==> config.mk <==
export PLATFORM = sky130hd
export DESIGN_NAME = phy_led_ctrl
export DESIGN_NICKNAME = d
export VERILOG_FILES = /design/src/rtl/phy_led_pkg.sv /design/src/rtl/phy_led_stretch.sv /design/src/rtl/phy_led_blink.sv /design/src/rtl/phy_led_sel.sv /design/src/rtl/phy_led_ctrl.sv
export SDC_FILE = /design/constraint.sdc
export NUM_CORES = 1
export LEC_CHECK = 0
export ABC_AREA = 1
export BUFFER_PORTS_ARGS = -buffer_cell sky130_fd_sc_hd__buf_2
export CORE_MARGIN = 3
export CORE_UTILIZATION = 45
export DETAILED_ROUTE_END_ITERATION = 16
export GPL_ROUTABILITY_DRIVEN = 0
export GPL_TIMING_DRIVEN = 0
export PLACE_DENSITY = 0.65
export SYNTH_ARGS = -nofsm -noshare
export SYNTH_HDL_FRONTEND = slang
export SYNTH_SLANG_ARGS = --single-unit
==> constraint.sdc <==
create_clock -name clk_i -period 4.3 [get_ports clk_i]
set_clock_uncertainty 0.1 [all_clocks]
set_input_delay 0.86 -clock clk_i [delete_from_list [all_inputs] [get_ports clk_i]]
set_output_delay 0.86 -clock clk_i [all_outputs]
set_load 0.1 [all_outputs]
==> src/rtl/phy_led_pkg.sv <==
package phy_led_pkg;

  typedef enum logic [2:0] {
    FN_LINK  = 3'd0,
    FN_ACT   = 3'd1,
    FN_TX    = 3'd2,
    FN_RX    = 3'd3,
    FN_COL   = 3'd4,
    FN_SPD100 = 3'd5,
    FN_SPD10 = 3'd6,
    FN_FDX   = 3'd7
  } led_fn_e;

  // status after event stretching, shared by both selectors
  typedef struct packed {
    logic link;
    logic tx;
    logic rx;
    logic col;
    logic spd100;
    logic fdx;
    logic aneg;
  } led_ctx_t;

  localparam int NUM_EVT = 3;
  localparam int NUM_LED = 2;

endpackage

==> src/rtl/phy_led_stretch.sv <==
module phy_led_stretch #(
  parameter int CYC = 16
) (
  input  logic clk_i,
  input  logic rst_ni,
  input  logic evt_i,
  output logic str_o
);
  localparam int CW = (CYC > 1) ? $clog2(CYC) : 1;
  localparam logic [CW-1:0] LOAD = CW'(CYC - 1);

  logic [CW-1:0] cnt_q;

  always_ff @(posedge clk_i or negedge rst_ni) begin
    if (!rst_ni)             cnt_q <= '0;
    else if (evt_i)          cnt_q <= LOAD;
    else if (cnt_q != '0)    cnt_q <= cnt_q - 1'b1;
  end

  // event cycle plus CYC-1 cycles of hold
  assign str_o = evt_i | (cnt_q != '0);

endmodule

==> src/rtl/phy_led_blink.sv <==
module phy_led_blink #(
  parameter int HALF = 1024
) (
  input  logic clk_i,
  input  logic rst_ni,
  output logic phase_o
);
  localparam int CW = (HALF > 1) ? $clog2(HALF) : 1;
  localparam logic [CW-1:0] LAST = CW'(HALF - 1);

  logic [CW-1:0] cnt_q;
  logic          ph_q;

  always_ff @(posedge clk_i or negedge rst_ni) begin
    if (!rst_ni) begin
      cnt_q <= '0;
      ph_q  <= 1'b0;
    end else if (cnt_q == LAST) begin
      cnt_q <= '0;
      ph_q  <= ~ph_q;
    end else begin
      cnt_q <= cnt_q + 1'b1;
    end
  end

  assign phase_o = ph_q;

endmodule

==> src/rtl/phy_led_sel.sv <==
module phy_led_sel
  import phy_led_pkg::*;
(
  input  led_ctx_t   ctx_i,
  input  logic [2:0] fn_i,
  input  logic       la_en_i,
  input  logic       blink_i,
  output logic       lit_o
);
  logic act;
  logic fn_lit;
  logic la_lit;

  assign act = ctx_i.tx | ctx_i.rx;

  always_comb begin
    unique case (led_fn_e'(fn_i))
      FN_LINK:   fn_lit = ctx_i.link;
      FN_ACT:    fn_lit = act;
      FN_TX:     fn_lit = ctx_i.tx;
      FN_RX:     fn_lit = ctx_i.rx;
      FN_COL:    fn_lit = ctx_i.col & ~ctx_i.fdx;
      FN_SPD100: fn_lit = ctx_i.link & ctx_i.spd100 & ~ctx_i.aneg;
      FN_SPD10:  fn_lit = ctx_i.link & ~ctx_i.spd100 & ~ctx_i.aneg;
      FN_FDX:    fn_lit = ctx_i.fdx;
      default:   fn_lit = 1'b0;
    endcase
  end

  // steady on for link, blink phase gates it while traffic is stretched
  assign la_lit = ctx_i.link & (~act | blink_i);

  assign lit_o = la_en_i ? la_lit : fn_lit;

endmodule

==> src/rtl/phy_led_ctrl.sv <==
module phy_led_ctrl
  import phy_led_pkg::*;
#(
  parameter int STRETCH_CYC = 1250000,
  parameter int BLINK_HALF  = 2500000
) (
  input  logic       clk_i,
  input  logic       rst_ni,
  input  logic       link_up_i,
  input  logic       tx_act_i,
  input  logic       rx_act_i,
  input  logic       col_i,
  input  logic       speed100_i,
  input  logic       full_dup_i,
  input  logic       aneg_busy_i,
  input  logic [2:0] led0_fn_i,
  input  logic       led0_la_en_i,
  input  logic [2:0] led1_fn_i,
  input  logic       led1_la_en_i,
  output logic       led0_no,
  output logic       led1_no
);
  logic [NUM_EVT-1:0] evt;
  logic [NUM_EVT-1:0] evt_str;
  logic               blink;
  led_ctx_t           ctx;
  logic [2:0]         fn_a  [NUM_LED];
  logic               la_a  [NUM_LED];
  logic [NUM_LED-1:0] lit;
  logic [NUM_LED-1:0] led_nq;

  assign evt = {col_i, rx_act_i, tx_act_i};

  for (genvar e = 0; e < NUM_EVT; e++) begin : g_evt
    phy_led_stretch #(.CYC(STRETCH_CYC)) u_str (
      .clk_i (clk_i),
      .rst_ni(rst_ni),
      .evt_i (evt[e]),
      .str_o (evt_str[e])
    );
  end

  phy_led_blink #(.HALF(BLINK_HALF)) u_blink (
    .clk_i  (clk_i),
    .rst_ni (rst_ni),
    .phase_o(blink)
  );

  assign ctx.link   = link_up_i;
  assign ctx.tx     = evt_str[0];
  assign ctx.rx     = evt_str[1];
  assign ctx.col    = evt_str[2];
  assign ctx.spd100 = speed100_i;
  assign ctx.fdx    = full_dup_i;
  assign ctx.aneg   = aneg_busy_i;

  assign fn_a[0] = led0_fn_i;
  assign fn_a[1] = led1_fn_i;
  assign la_a[0] = led0_la_en_i;
  assign la_a[1] = led1_la_en_i;

  for (genvar l = 0; l < NUM_LED; l++) begin : g_led
    phy_led_sel u_sel (
      .ctx_i  (ctx),
      .fn_i   (fn_a[l]),
      .la_en_i(la_a[l]),
      .blink_i(blink),
      .lit_o  (lit[l])
    );
  end

  // registered pins, dark in reset
  always_ff @(posedge clk_i or negedge rst_ni) begin
    if (!rst_ni) led_nq <= '1;
    else         led_nq <= ~lit;
  end

  assign led0_no = led_nq[0];
  assign led1_no = led_nq[1];

endmodule

# [Yosys cells after proc, flatten, opt, wreduce, memory -nomap -nowiden]
# Cells that the tools add are included.
[totals] reg_bits=88 input_bits=17 out_inout_bits=2 elab_cells=61
[classes] add_sub_neg=4 eq_ne=15 muxes=11 bitwise_logic=17 reduce_logical=8
[op_table] op="$mux 21" n=6
[op_table] op="$reduce_bool 21->1" n=3
[op_table] op="$sub 21x1->21 const B" n=3
[op_table] op="$eq 3x3->1 const B" n=8
[op_table] op="$add 22x1->22 const B" n=1
[op_table] op="$eq 22x22->1 const B" n=1
[op_table] op="$mux 22" n=1
[op_table] op="$pmux 1 s8" n=2
[op_table] op="$eq 3x2->1 const B" n=4
[op_table] op="$and 1x1->1" n=6
[op_table] op="$eq 3x1->1 const B" n=2
[op_table] op="$logic_not 3->1" n=2
[op_table] op="$reduce_bool 2->1" n=3
[op_table] op="$not 1->1" n=5
[op_table] op="$or 1x1->1" n=5
[op_table] op="$mux 1" n=2
[op_table] op="$not 2->2" n=1

# [Logic depth before layout (Yosys ltp)]
[depth] depth_word=8 ltp_mapped=13 depth_no_buf=13

# [Hierarchy]
# Synthesis repeated with hierarchy kept, for this count alone.
[hier_totals] hier_cells=831 area_unflattened_um2=5770.5
[by_module_without_submodules] module="phy_led_stretch" n_inst=3 cells_each=189 area_each_um2=1358.8 seq_area_each_um2=525.5
[by_module_without_submodules] module="phy_led_blink" n_inst=1 cells_each=192 area_each_um2=1358.8 seq_area_each_um2=575.6
[by_module_without_submodules] module="phy_led_sel" n_inst=2 cells_each=34 area_each_um2=137.6 seq_area_each_um2=0.0
[by_module_without_submodules] module="phy_led_ctrl" n_inst=1 cells_each=4 area_each_um2=60.1 seq_area_each_um2=52.6

# [Worst setup path before layout]
# Ideal clock, no wire load.
[synth_timing] path_kind="input port to flip-flop" startpoint="in rx_act_i" endpoint="reg g_evt[1].u_str.cnt_q[18]" setup_ns=0.117 t_arrival_ns=1.660 required_time_ns=4.083 setup_slack_ns=2.423 path_stages=8 n_path_buf=1 cell_sequence="buf_2 -> inv_1 -> nand3_1 -> clkinv_1 -> nor2_2 -> nand3_1 -> nor2_1 -> nor2_1"
[synth_between] elab_chain_cells=1 word_cells_on_any_way=2 classes_between="1 x mux; 1 x reduce/logical"
[synth_lines] item="start, declared" line_no="phy_led_ctrl.sv:11" source="input logic rx_act_i,"
[synth_lines] item="$mux 21 or $reduce_bool 2->1 (tied branches)"
[synth_lines] item="end signal, assigned" line_no="phy_led_stretch.sv:17" source="else if (cnt_q != '0) cnt_q <= cnt_q - 1'b1;"
[synth_lines] item="end, declared" line_no="phy_led_stretch.sv:12" source="logic [CW-1:0] cnt_q;"
# Parallel ways exist; a longest one is shown, timed or not.
# A chain may end at the register's enable or synchronous reset.

# [Worst setup path after layout]
[layout_timing] startpoint="reg led_nq[1]" endpoint="out led1_no"
[layout_lines] item="start, declared" line_no="phy_led_ctrl.sv:30" source="logic [NUM_LED-1:0] led_nq;"
[layout_lines] item="start signal, assigned" line_no="phy_led_ctrl.sv:75" source="else led_nq <= ~lit;"
[layout_lines] item="end, declared" line_no="phy_led_ctrl.sv:21" source="output logic led1_no"
# No word-level cell between the ends.

==> impl_metrics.csv <==
group,metric,value,unit
outcome,outcome,"finished, final reports clean",
critical_path,arrival,1.29,ns
layout,layout.nets,746,
critical_path,crit_path_start_kind,"flop",
critical_path,worst-r2r-cell-count,9,
grt,grt_usage,0.190,
layout,antenna_cells,0,
synthesis,synth_cell_types,39,
critical_path,crit_buf_inv,1,
worst_hold_path,worstHoldPathType,"flop to flop",
critical_path,r2r-start,"g_evt[0].u_str.cnt_q[0]$_DFFE_PN0P_",
critical_path,critPathLaunch,"led_nq[1]$_DFF_PN1_",
route,routedWlPerCell,13.1,microns
synthesis,synth_common_cells,"nand2_1, nor2_1, inv_1",
timing,setup_ws,2.05,ns
timing,finalCritPeriodShare,0.523,
critical_path,crit_slowest_cell,"dfstp_2",
critical_path,cp_slowest_stage_delay,0.53,ns
synthesis,async_reset_ff_frac,1.00,
route,first_pass_iters,6,
critical_path,cp_top_family,"flip-flops",
timing,final.setup.tns,0,ns
place,portBuffers,17,
grt,grt_start_max_net_pins,48,
synthesis,synthCells,693,
floorplan,io_pins,19,
power_and_ir_drop,peakVddDrop,0.195,mV
timing,fmax,445,MHz
clocking,cts_hold_buf,0,
timing,drv_slew,0,
grt,grt_pass1_vias,4462,
floorplan,start_util,0.470,
clocking,cts_resized,0,
route,drtIter0Drc,212,
clocking,htree_levels,3,
synthesis,yosys.area.top_type,"dfrtp_1",
layout,layout-drive-gt1-share,0.120,
synthesis,synth_nets,717,
clocking,path_clk_slew,0.06,ns
timing,fin_crit,2.25,ns
critical_path,crit_path_end_kind,"output port",
power_and_ir_drop,power_density,297,nW/um^2
floorplan,die_area,12900,sq um
clocking,cts_tree,"built",
timing,relSlewSlack,0.527,
synthesis,post-synth-top-count-cell,"nand2_1",
clocking,cts.sinks,88,
job,drv_cap,0,
critical_path,path_depth,1,
floorplan,core,11000,sq um
power_and_ir_drop,p_leak,2.57,nW
timing,hold_viol,0,
floorplan,die_h,113,microns
clocking,clk_latency,0.34,ns
clocking,clockBufferDepth,2,
grt,overflow,0,
synthesis,synth_top_area_frac,0.415,
critical_path,cp.required,3.34,ns
grt,grt_pass1_wl,20000,microns
layout,fill_cells,1062,
synthesis,synth_area_per_cell,7.49,sq um
synthesis,synth_edf_count,0,
critical_path,crit_chain,"buf_2",
synthesis,yosys-top-cells-area,"dfrtp_1, nand2_1, nor2_1",
synthesis,synth-seq-cells,88,
critical_path,crit_end,"led1_no",
critical_path,worstSetupPathType,"flop to output port",
critical_path,crit_fanout,1,
route,detail-route-antenna-nets,0,
synthesis,synth-warning-count,0,
synthesis,netlist_area,5190,sq um
place,hpwl,8370,microns
route,num_vias,4502,
synthesis,synth-main-ff-cell,"dfrtp_1",
route,drc,0,
route,totalWireLength,11300,microns
layout,syn_to_final_growth,11.2,%
critical_path,r2r_setup_slack,2.32,ns
critical_path,reg2reg_to,"g_evt[0].u_str.cnt_q[14]$_DFFE_PN0P_",
clocking,cts_buffers,9,
floorplan,placementRows,38,
timing,setup_viol,0,
route,viasPerCell,5.20,
timing,worst_pin_slew,0.705,ns
clocking,post_cts_buffers,0,
grt,antenna_found_initial,0,
floorplan,die_w,113,microns
place,dpl_worst_slack,2.12,ns
timing,rsz0062_at_grt,"no",
synthesis,seq_area_frac_synth,0.425,
clocking,cts_root_buf,"clkbuf_16",
-- worst min path at each step --
| stage | from | endpoint | cells after the start |
|---|---|---|---|
| finish | u_blink.cnt_q[0]$_DFF_PN0_ | u_blink.cnt_q[0]$_DFF_PN0_ | 1 |
| global placement | u_blink.cnt_q[0]$_DFF_PN0_ | u_blink.cnt_q[0]$_DFF_PN0_ | 1 |
| detailed placement | u_blink.cnt_q[0]$_DFF_PN0_ | u_blink.cnt_q[0]$_DFF_PN0_ | 1 |
| global route | u_blink.cnt_q[0]$_DFF_PN0_ | u_blink.cnt_q[0]$_DFF_PN0_ | 1 |
| CTS | u_blink.cnt_q[0]$_DFF_PN0_ | u_blink.cnt_q[0]$_DFF_PN0_ | 1 |
| floorplan | u_blink.cnt_q[0]$_DFF_PN0_ | u_blink.cnt_q[0]$_DFF_PN0_ | 1 |
-- area by class of cell --
cell class / count / area (sq um) / share of cell area
Inverter: 108 / 405 / 0.0703
Multi-Input combinational cell: 490 / 2540 / 0.441
Tap cell: 140 / 175 / 0.0304
Sequential cell: 88 / 2200 / 0.382
Clock inverter: 3 / 42.5 / 0.00738
Buffer: 7 / 36.3 / 0.00629
Clock buffer: 12 / 246 / 0.0427
Timing Repair Buffer: 18 / 115 / 0.0200
-- cells by family (layout without fill, tap and decap cells) --
kind of cell	count (synthesis)	after routing	share of synthesized area
compound gates	91	91	0.0945
xor+xnor	26	26	0.0439
fa+ha+maj	7	7	0.0169
buf+inv	115	148	0.0851
flops	88	88	0.425
simple gates	366	366	0.335
-- through the flow --
step	instance area [sq um]	utilization	instances	hold slack (ns)	total power [mW]
after floorplan	5190	-	693	0.325	0.911
after global placement	5450	0.494	850	0.336	0.950
after detailed placement	5480	0.497	851	0.347	0.956
after CTS	5770	0.523	866	0.356	1.74
after global routing	5770	0.523	866	0.383	1.79
final	5770	0.523	866	0.354	1.71
-- sequential cells by signal (all words and copies together) (netlist names) --
name,cells
u_blink.cnt_q,22
u_blink.phase_o,1
led_nq,2
g_evt.u_str.cnt_q,63
-- where the power goes --
group | switching, mW | internal (mW) | total (mW)
combinational | 0.0690 | 0.0264 | 0.0954
sequential | 0.00654 | 0.837 | 0.844
clock | 0.313 | 0.462 | 0.775
-- layer usage --
layer  global-route usage  vias up  share of wire
met1                0.241     2123           0.46
met3               0.0273       14          0.030
met2                0.327       56           0.49
li1                     -     2309              -
met4               0.0761        0          0.021
met5                    0        -              0
-- layout by cell type, fill, tap and decap left out, types with 18 or more instances in the layout --
cell type  count
nor2_1       100
nor3_1        27
buf_2         18
nand2_1      120
nand4_1       21
dfrtp_1       86
xor2_1        18
nor2_2        19
nand3_1       38
inv_1         98
o21ai_0       30
a21oi_1       37
Note: power is estimated with default switching activity, not from simulation.
